[src/rtl/sysctl_pkg.sv]
package sysctl_pkg;
  localparam int XLEN = 64;
  localparam int NREG = 32;
  localparam int IDXW = $clog2(NREG);
  localparam int NSTB = 9;

  localparam int IDX_TLBIDX  = 0;
  localparam int IDX_PGMASK  = 5;
  localparam int IDX_BADADDR = 8;
  localparam int IDX_COUNT   = 9;
  localparam int IDX_ENTRYHI = 10;
  localparam int IDX_COMPARE = 11;
  localparam int IDX_STATUS  = 12;
  localparam int IDX_CAUSE   = 13;
  localparam int IDX_IDENT   = 15;

  localparam logic [XLEN-1:0] UPPER_HALF    = 64'hFFFF_FFFF_0000_0000;
  localparam logic [XLEN-1:0] CAUSE_SW_MASK = 64'h0000_0000_0000_0300;
  localparam logic [XLEN-1:0] ENTRYHI_KEEP  = 64'hC000_00FF_FFFF_E0FF;
  localparam logic [XLEN-1:0] STATUS_XMODE  = 64'h0000_0000_0000_00E0;
  localparam logic [XLEN-1:0] STATUS_REV    = 64'h0000_0000_0200_0000;
  localparam logic [XLEN-1:0] TLBIDX_ZERO   = 64'h0000_0000_7FFF_FFC0;
  localparam logic [XLEN-1:0] PGMASK_KEEP   = 64'h0000_0000_01FF_E000;

  typedef struct packed {
    logic            valid;
    logic            ro;
    logic            wide;
    logic [XLEN-1:0] zmask;
  } reg_policy_t;

  function automatic reg_policy_t policy_of(input int idx);
    reg_policy_t p;
    p.valid = 1'b1;
    p.ro    = 1'b0;
    p.wide  = 1'b0;
    p.zmask = UPPER_HALF;
    case (idx)
      7, 21, 22, 23, 24, 25, 31: begin
        p.valid = 1'b0;
        p.zmask = '0;
      end
      2, 3, 4, 10, 14, 20, 30: begin
        p.wide  = 1'b1;
        p.zmask = '0;
      end
      IDX_PGMASK: begin
        p.wide  = 1'b1;
        p.zmask = ~PGMASK_KEEP;
      end
      IDX_BADADDR: begin
        p.ro    = 1'b1;
        p.wide  = 1'b1;
        p.zmask = '0;
      end
      IDX_IDENT: begin
        p.ro    = 1'b1;
      end
      IDX_TLBIDX: begin
        p.zmask = UPPER_HALF | TLBIDX_ZERO;
      end
      default: ;
    endcase
    return p;
  endfunction
endpackage

[src/rtl/sysctl_rst_sync.sv]
module sysctl_rst_sync #(
  parameter int STAGES = 2
) (
  input  logic clk,
  input  logic rst_n_in,
  output logic rst_n_out
);
  logic [STAGES-1:0] sync_q;

  always_ff @(posedge clk or negedge rst_n_in) begin
    if (!rst_n_in) sync_q <= '0;
    else           sync_q <= {sync_q[STAGES-2:0], 1'b1};
  end

  assign rst_n_out = sync_q[STAGES-1];
endmodule

[src/rtl/sysctl_policy_dec.sv]
module sysctl_policy_dec
  import sysctl_pkg::*;
(
  input  logic [IDXW-1:0] idx,
  output reg_policy_t     pol
);
  always_comb begin
    pol = policy_of(int'(idx));
  end
endmodule

[src/rtl/sysctl_wfilter.sv]
module sysctl_wfilter
  import sysctl_pkg::*;
(
  input  logic            wr_en,
  input  logic [IDXW-1:0] wr_idx,
  input  logic [XLEN-1:0] wr_data,
  input  logic            wr_is64,
  input  reg_policy_t     pol,
  input  logic [XLEN-1:0] cur_val,
  output logic            accept,
  output logic [XLEN-1:0] nxt_val,
  output logic            warn_zero,
  output logic            warn_size,
  output logic            warn_invalid
);
  logic [XLEN-1:0] cleaned;

  always_comb begin
    accept       = wr_en & pol.valid & ~pol.ro;
    cleaned      = wr_data & ~pol.zmask;
    warn_zero    = accept & (|(wr_data & pol.zmask));
    warn_size    = accept & wr_is64 & ~pol.wide;
    warn_invalid = wr_en & ~pol.valid;
    case (int'(wr_idx))
      IDX_CAUSE:   nxt_val = (cur_val & ~CAUSE_SW_MASK) | (cleaned & CAUSE_SW_MASK);
      IDX_ENTRYHI: nxt_val = cleaned & ENTRYHI_KEEP;
      IDX_STATUS:  nxt_val = cleaned & ~(STATUS_XMODE | STATUS_REV);
      default:     nxt_val = cleaned;
    endcase
  end
endmodule

[src/rtl/sysctl_bank.sv]
module sysctl_bank
  import sysctl_pkg::*;
#(
  parameter logic [XLEN-1:0] ID_VALUE = 64'h0000_0000_0000_0A40
) (
  input  logic                       clk,
  input  logic                       rst_n,
  input  logic                       we,
  input  logic [IDXW-1:0]            widx,
  input  logic [XLEN-1:0]            wdata,
  output logic [NREG-1:0][XLEN-1:0]  q_all
);
  for (genvar i = 0; i < NREG; i++) begin : g_reg
    localparam reg_policy_t P = policy_of(i);
    if (P.valid && !P.ro) begin : g_rw
      logic            en;
      logic [XLEN-1:0] q;
      assign en = we && (int'(widx) == i);
      always_ff @(posedge clk or negedge rst_n) begin
        if (!rst_n)  q <= '0;
        else if (en) q <= wdata;
      end
      assign q_all[i] = q;
    end else if (i == IDX_IDENT) begin : g_id
      assign q_all[i] = ID_VALUE;
    end else begin : g_zero
      assign q_all[i] = '0;
    end
  end
endmodule

[src/rtl/sysctl_regfile.sv]
module sysctl_regfile
  import sysctl_pkg::*;
#(
  parameter logic [63:0] ID_VALUE = 64'h0000_0000_0000_0A40
) (
  input  logic        clk,
  input  logic        rst_n,
  input  logic        wr_en,
  input  logic [4:0]  wr_idx,
  input  logic [63:0] wr_data,
  input  logic        wr_is64,
  input  logic [4:0]  rd_idx,
  output logic [63:0] rd_data,
  output logic        compare_wr_p,
  output logic        count_wr_p,
  output logic        entryhi_wr_p,
  output logic        status_wr_p,
  output logic        cause_wr_p,
  output logic        irq_eval_p,
  output logic        warn_zero_p,
  output logic        warn_size_p,
  output logic        warn_invalid_p
);
  logic                      rst_n_q;
  reg_policy_t               wpol;
  logic [NREG-1:0][XLEN-1:0] q_all;
  logic                      accept;
  logic [XLEN-1:0]           nxt_val;
  logic                      wz, ws, winv;
  logic [NSTB-1:0]           stb_d, stb_q;

  sysctl_rst_sync #(.STAGES(2)) u_rst (
    .clk(clk), .rst_n_in(rst_n), .rst_n_out(rst_n_q)
  );

  sysctl_policy_dec u_pol (.idx(wr_idx), .pol(wpol));

  sysctl_wfilter u_filt (
    .wr_en(wr_en), .wr_idx(wr_idx), .wr_data(wr_data), .wr_is64(wr_is64),
    .pol(wpol), .cur_val(q_all[wr_idx]), .accept(accept), .nxt_val(nxt_val),
    .warn_zero(wz), .warn_size(ws), .warn_invalid(winv)
  );

  sysctl_bank #(.ID_VALUE(ID_VALUE)) u_bank (
    .clk(clk), .rst_n(rst_n_q), .we(accept), .widx(wr_idx),
    .wdata(nxt_val), .q_all(q_all)
  );

  assign rd_data = q_all[rd_idx];

  always_comb begin
    stb_d    = '0;
    stb_d[8] = accept && (int'(wr_idx) == IDX_COMPARE);
    stb_d[7] = accept && (int'(wr_idx) == IDX_COUNT);
    stb_d[6] = accept && (int'(wr_idx) == IDX_ENTRYHI);
    stb_d[5] = accept && (int'(wr_idx) == IDX_STATUS);
    stb_d[4] = accept && (int'(wr_idx) == IDX_CAUSE);
    stb_d[3] = stb_d[5] | stb_d[4];
    stb_d[2] = wz;
    stb_d[1] = ws;
    stb_d[0] = winv;
  end

  always_ff @(posedge clk or negedge rst_n_q) begin
    if (!rst_n_q) stb_q <= '0;
    else          stb_q <= stb_d;
  end

  assign {compare_wr_p, count_wr_p, entryhi_wr_p, status_wr_p, cause_wr_p,
          irq_eval_p, warn_zero_p, warn_size_p, warn_invalid_p} = stb_q;
endmodule

[config.mk]
export PLATFORM = sky130hd
export DESIGN_NAME = sysctl_regfile
export DESIGN_NICKNAME = d
export VERILOG_FILES = /design/src/rtl/sysctl_pkg.sv /design/src/rtl/sysctl_rst_sync.sv /design/src/rtl/sysctl_policy_dec.sv /design/src/rtl/sysctl_wfilter.sv /design/src/rtl/sysctl_bank.sv /design/src/rtl/sysctl_regfile.sv
export SDC_FILE = /design/constraint.sdc
export NUM_CORES = 2
export LEC_CHECK = 0
export BUFFER_PORTS_ARGS = -buffer_cell sky130_fd_sc_hd__clkbuf_2
export CAP_MARGIN = 10
export CELL_PAD_IN_SITES_DETAIL_PLACEMENT = 0
export CELL_PAD_IN_SITES_GLOBAL_PLACEMENT = 1
export CORE_MARGIN = 5
export CORE_UTILIZATION = 51
export CTS_CLUSTER_SIZE = 28
export DETAILED_ROUTE_END_ITERATION = 8
export HOLD_SLACK_MARGIN = 0.1
export PLACE_DENSITY_LB_ADDON = 0.2
export SETUP_SLACK_MARGIN = 0.5
export SLEW_MARGIN = 10
export SYNTH_ARGS = -nofsm -noshare
export SYNTH_HDL_FRONTEND = slang
export SYNTH_SLANG_ARGS = --single-unit
[constraint.sdc]
create_clock -name clk -period 49.1 [get_ports clk]
set_input_delay 2.455 -clock clk [delete_from_list [all_inputs] [get_ports clk]]
set_output_delay 2.455 -clock clk [all_outputs]
set_load 0.02 [all_outputs]
# Word-level counts from Yosys, hierarchy flattened
# Index checks and enable logic that the tools add are counted.
[classes] bitwise_logic=13 n_eq_ne=41 muxes=9 order_cmp=2 reduce_logical=30
[op_table] cell="64-bit binary-select mux with 5-bit select" count=2
[op_table] cell="64-bit case mux with 3 select lines" count=2
[op_table] cell="64-bit AND" count=2
[op_table] cell="64-bit 2-to-1 mux" count=2
[op_table] cell="5-bit equality test (second input constant)" count=19
[op_table] cell="64-bit NOT" count=1
[op_table] cell="64-bit by 10-bit OR with 64-bit output" count=1
[op_table] cell="64-bit OR reduction" count=1
[op_table] cell="5-bit by 4-bit equality test with 1-bit output (second input constant)" count=11
[op_table] cell="5-bit by 3-bit equality test with 1-bit output (second input constant)" count=7
[op_table] cell="1-bit logical AND" count=23
[op_table] cell="5-bit by 2-bit equality test with 1-bit output (second input constant)" count=4
[op_table] cell="15-bit OR reduction" count=1
[op_table] cell="5-bit by 6-bit less-than comparator with 1-bit output (second input constant)" count=2
[op_table] cell="5-bit logical NOT" count=2
[op_table] cell="9-bit OR reduction" count=1
[op_table] cell="7-bit OR reduction" count=1
[op_table] cell="1-bit AND" count=6
[op_table] cell="1-bit 2-to-1 mux" count=3
[op_table] cell="1-bit NOT" count=2
[op_table] cell="2-bit OR reduction" count=1
[op_table] cell="1-bit OR" count=1
[word_totals] regBits=1483 in_bits=78 word_cells=120 out_inout_bits=73

# Depth between registers and ports, before layout
[logic_depth] ltp_word=7 mapped_depth=10 depth_no_buf=6

# By module
# Synthesis repeated with hierarchy kept, for this count alone.
[hier_totals] cells_unflattened=6215 hier_area_um2=93674.8
[modules_own_cells] module="sysctl_bank" instances=1 cells_each=3834 area_per_inst_um2=59160.5 seq_area_each_um2=36835.3
[modules_own_cells] module="sysctl_regfile" instances=1 cells_each=2059 area_per_inst_um2=32393.6 seq_area_each_um2=225.2
[modules_own_cells] module="sysctl_wfilter" instances=1 cells_each=227 area_per_inst_um2=1405.1 seq_area_each_um2=0.0
[modules_own_cells] module="sysctl_policy_dec" instances=1 cells_each=92 area_per_inst_um2=661.9 seq_area_each_um2=0.0
[modules_own_cells] module="sysctl_rst_sync" instances=1 cells_each=3 area_per_inst_um2=53.8 seq_area_each_um2=50.0

# Least setup slack after synthesis
# No wires, ideal clock.
[synth_timing] path_type="input-to-output" startpoint="input port rd_idx[0]" endpoint="output port rd_data[5]" arrival_time_ns=4.214 cell_stages=8 n_path_buf=4 setup_slack_ns=42.431 cell_sequence="buf_6 buf_2 buf_4 buf_4 nor2_1 a31oi_1 a221o_1 a311oi_1"
[synth_between] elab_chain_len=2
[synth_rtl] item="start: declaration" line_no="sysctl_regfile.sv:12" text="input logic [4:0] rd_idx,"
[synth_rtl] item="64-bit binary-select mux with 5-bit select" line_no="sysctl_regfile.sv:49" text="assign rd_data = q_all[rd_idx];"
[synth_rtl] item="64-bit 2-to-1 mux (implied by the code)" line_no="sysctl_regfile.sv:49"
[synth_rtl] item="end: declaration" line_no="sysctl_regfile.sv:13" text="output logic [63:0] rd_data,"
# Every way passes these cells. The select of a mux whose other input is x is not followed.

# Worst setup path in the final report
[layout_timing] startpoint="input port rd_idx[0]" endpoint="output port rd_data[18]"
# Same word-level chain as after synthesis.

==> parameters.txt <==
Parameter                              Value

Critical path
  Startpoint type of the worst setup path    primary input
  Critical path arrival    about 7.5 ns
  Maximum net fanout on the critical path    59
  Launch point of the worst reg-to-reg path    u_rst.sync_q[1]$_DFF_PN0_
  Critical path capture point type    output pin
  Worst reg2reg path depth    5
  Setup slack on the worst flop-to-flop path    43.80 ns
  CP most frequent cell    sky130_fd_sc_hd__buf_4
  Crit path cell chain    buf_8 -> buf_4 -> buf_4 -> buf_4 -> buf_4 -> mux4_2 -> mux4_2 -> o21a_1 -> clkbuf_2
  Slowest stage cell on the critical path    sky130_fd_sc_hd__buf_4
  Worst endpoint required time    around 47 ns
  Largest stage delay, worst path    0.87 ns
  Worst R2R End    u_bank.g_reg[11].g_rw.q[41]$_DFFE_PN0P_
  Worst setup path class    in2out

STA
  Setup repair after global routing missed its margin    false
  Final Hold Viols    0
  Post-layout min period    approximately 10 ns
  Max Transition Viols Final    0
  Highest clock rate    about 0.1 GHz
  Final hold slack    0.3476 ns
  Final setup violation count    0
  Transition time at the pin with the least slew margin    between 1 and 1.5 ns
  Setup Skew    approximately 0.027 ns
  Final worst path period share    0.2030
  Final setup TNS    0 ns
  Worst-case headroom to the max-slew limit    0.1728

Clock network
  # resized after CTS    0
  Clock-pin slew reported for the worst setup and hold paths after clock tree synthesis    0.06 ns
  Maximum level of the CTS H-tree    4
  CTS Hold Bufs    0
  TritonCTS Buffers    around 160
  Post-CTS repair timing setup buffer count    0
  Largest buffer count on any clock path    3
  TritonCTS clock tree    yes
  Source-to-sink clock delay at the later pin of the worst-skew pair    around 0.8 ns
  Count of clock tree sinks    approximately 1500
  Root buffer cell    sky130_fd_sc_hd__clkbuf_16

Floorplanning
  Area of the core    around 130000 sq um
  Die span in y    approximately 360 um
  Number of top-level design ports    ~150
  Number of core rows    130
  Initial standard-cell utilization of the core    0.5111
  Die outline area    about 130000 sq um
  X dimension of the die    364.1 um

Yosys
  Top flip-flop cell by instance count after synthesis    sky130_fd_sc_hd__dfrtp_1
  Post-synthesis cell area    approximately 64000 sq um
  Yosys top cell by area    sky130_fd_sc_hd__dfrtp_1
  Cells after synthesis    approximately 5900
  Post-synth net total    5939
  Most frequent cell after synthesis    sky130_fd_sc_hd__dfrtp_1
  Top area cells in the synthesized netlist    sky130_fd_sc_hd__dfrtp_1 (58%), sky130_fd_sc_hd__o21ai_0 (7.6%), sky130_fd_sc_hd__mux4_2 (6.1%)
  Number of warnings issued by yosys    0
  Synthesized flop and latch total    about 1500
  Count of cell types in the netlist    59
  Number of enable-type register cells in the synthesized netlist    0
  Most frequent cells after synthesis    sky130_fd_sc_hd__dfrtp_1 (1483), sky130_fd_sc_hd__o21ai_0 (969), sky130_fd_sc_hd__nand2_1 (959)
  Register area share after synthesis    0.5804
  Mapped Avg Cell Area    10.91 sq um
  Asr flop ratio synth    1.000
  Proportion of netlist area held by the largest area contributor    0.5804

Placed design
  Placed cell count    between 7000 and 8000
  Count of input and output buffers    150
  Final HPWL from detailed placement    around 100000 um
  Gp weighted congestion    between 0.7 and 0.8

Power
  Power spent charging and discharging nets    ~750 uW
  Int Power    between 2000 and 2500 uW
  Max IR drop VDD    between 0.03 and 0.04 mV
  Share of power burned in the clock network    0.418
  Reported leakage power    0.03332 uW
  Switching power share of the total    0.2543
  Part of the power in registers    0.480
  Relative contribution of combinational cells to total power    0.103
  Total power divided by cell area    41.47 nW/um^2

Worst hold path
  Worst Hold Endpoint    u_rst.sync_q[1]$_DFF_PN0_
  Number of instances on the worst hold path    0
  Hold Path Class    reg2reg
  Worst Hold Launch    u_rst.sync_q[0]$_DFF_PN0_

Final layout
  Non-filler cells in the finished layout    between 7000 and 8000
  Area Overhead vs Synth    10.75%
  Total Nets Final    roughly 5800
  Fraction of layout instances using a drive strength above 1    0.1374
  Number of inserted filler cells in the final layout    around 11000

Global route
  GRT Resource Usage Total    0.2934
  Pin count of the biggest net entering global routing    between 150 and 200
  GRT Residual Overflow    0
  Number of antenna violations at the first check in global routing    14
  Via count of the first global-routing pass    44199
  Wire length of the first global-routing pass    ~290000 um

Run status
  Status    finished, final reports clean

Routing
  DRT iter0 DRCs    about 4200
  Via density per instance    about 5.9
  Avg WL per Cell    25.56 um
  DRC Markers    0
  Via total after detailed routing    ~44000
  Overall routed net length    between 150000 and 200000 um
  1st-pass router iterations    5
  Number of nets with antenna violations after routing    0

Job
  Max-capacitance violation count    0
-- per-stage QoR --
| stage | power, uW | worst slack [ns] | cell area, sq um | util |
|---|---|---|---|---|
| 2_1_floorplan | 1641 | 4.700 | 63940 | - |
| 3_3_place_gp | 1721 | 39.08 | 65430 | 0.5231 |
| 3_5_place_dp | 1732 | 39.07 | 65430 | 0.5231 |
| 4_1_cts | 2958 | 39.04 | 70790 | 0.5659 |
| 5_1_grt | 3064 | 38.89 | 70790 | 0.5660 |
| 6_report | 2936 | 39.13 | 70810 | 0.5661 |
-- per-layer routing --
metal,GRT usage,vias up,share of wire
li1,-,19882,-
met1,0.4278,22600,0.45
met2,0.4577,1388,0.46
met3,0.05610,267,0.067
met4,0.07778,10,0.024
met5,0,-,0.00035
-- cell families (layout without fill, tap and decap cells) --
group / count (synthesis) / after routing / share of synthesized area
other cells: 1 / 7 / 0.00005865
xor+xnor: 1 / 1 / 0.0001370
compound gates: 1544 / 1544 / 0.1387
mux: 502 / 502 / 0.1134
flops: 1483 / 1483 / 0.5804
buf+inv: 590 / 559 / 0.03943
simple gates: 1740 / 1740 / 0.1278
-- power groups by stage --
stage / Sequential, uW / Clock, uW / Combinational, uW
3_5_place_dp: 1430 / 0 / 304
4_1_cts: 1410 / 1250 / 304
2_1_floorplan: 1430 / 0 / 206
6_report: 1410 / 1230 / 302
3_3_place_gp: 1420 / 0 / 296
5_1_grt: 1420 / 1300 / 341
-- final cells by class --
class / instances / area, sq um / share of cell area
diodes: 6 / 15.01 / 0.0002120
repair buffers: 261 / 1673 / 0.02363
clock inverters: 50 / 545.5 / 0.007704
flip-flops and latches: 1483 / 37110 / 0.5242
clock buffers: 234 / 4811 / 0.06794
well taps: 1650 / 2064 / 0.02916
multi-input cells: 3788 / 24530 / 0.3464
inverters: 14 / 56.30 / 0.0007952
-- state kept, by name, summed over array words and instances (netlist names) --
register	count
u_bank.g.g_rw.q	1472
u_rst.sync_q	2
stb_q	9
-- worst max path at each step --
stage / end / cells past startpoint / slack (ns) / from
after floorplan: stb_q[0]$_DFF_PN0_ / 0 / 4.70 / u_rst.sync_q[1]$_DFF_PN0_
after global placement: rd_data[18] / 9 / 39.08 / rd_idx[0]
after detailed placement: rd_data[23] / 9 / 39.07 / rd_idx[0]
after CTS: rd_data[23] / 9 / 39.04 / rd_idx[0]
after global routing: rd_data[18] / 9 / 38.89 / rd_idx[0]
final: rd_data[18] / 9 / 39.13 / rd_idx[0]
-- worst max-delay path, delay by kind of cell --
family                 cells  cell delay (ns)
buffers and inverters      6             3.59
multiplexers               2             1.06
AO/OA/AOI/OAI              1             0.23
-- placed cells by master (no fill, tap or decap), types with 109 or more instances in the layout --
master	netlist	layout
sky130_fd_sc_hd__dfrtp_1	1483	1482
sky130_fd_sc_hd__mux2i_1	270	270
sky130_fd_sc_hd__nand2_1	959	947
sky130_fd_sc_hd__and2_1	461	460
sky130_fd_sc_hd__clkbuf_2	1	145
sky130_fd_sc_hd__nor2b_1	111	109
sky130_fd_sc_hd__a21oi_1	188	187
sky130_fd_sc_hd__nor2_1	130	129
sky130_fd_sc_hd__mux4_2	172	172
sky130_fd_sc_hd__clkbuf_16	0	167
sky130_fd_sc_hd__o21ai_0	969	967
No activity file was read; power rests on OpenSTA's default activity.
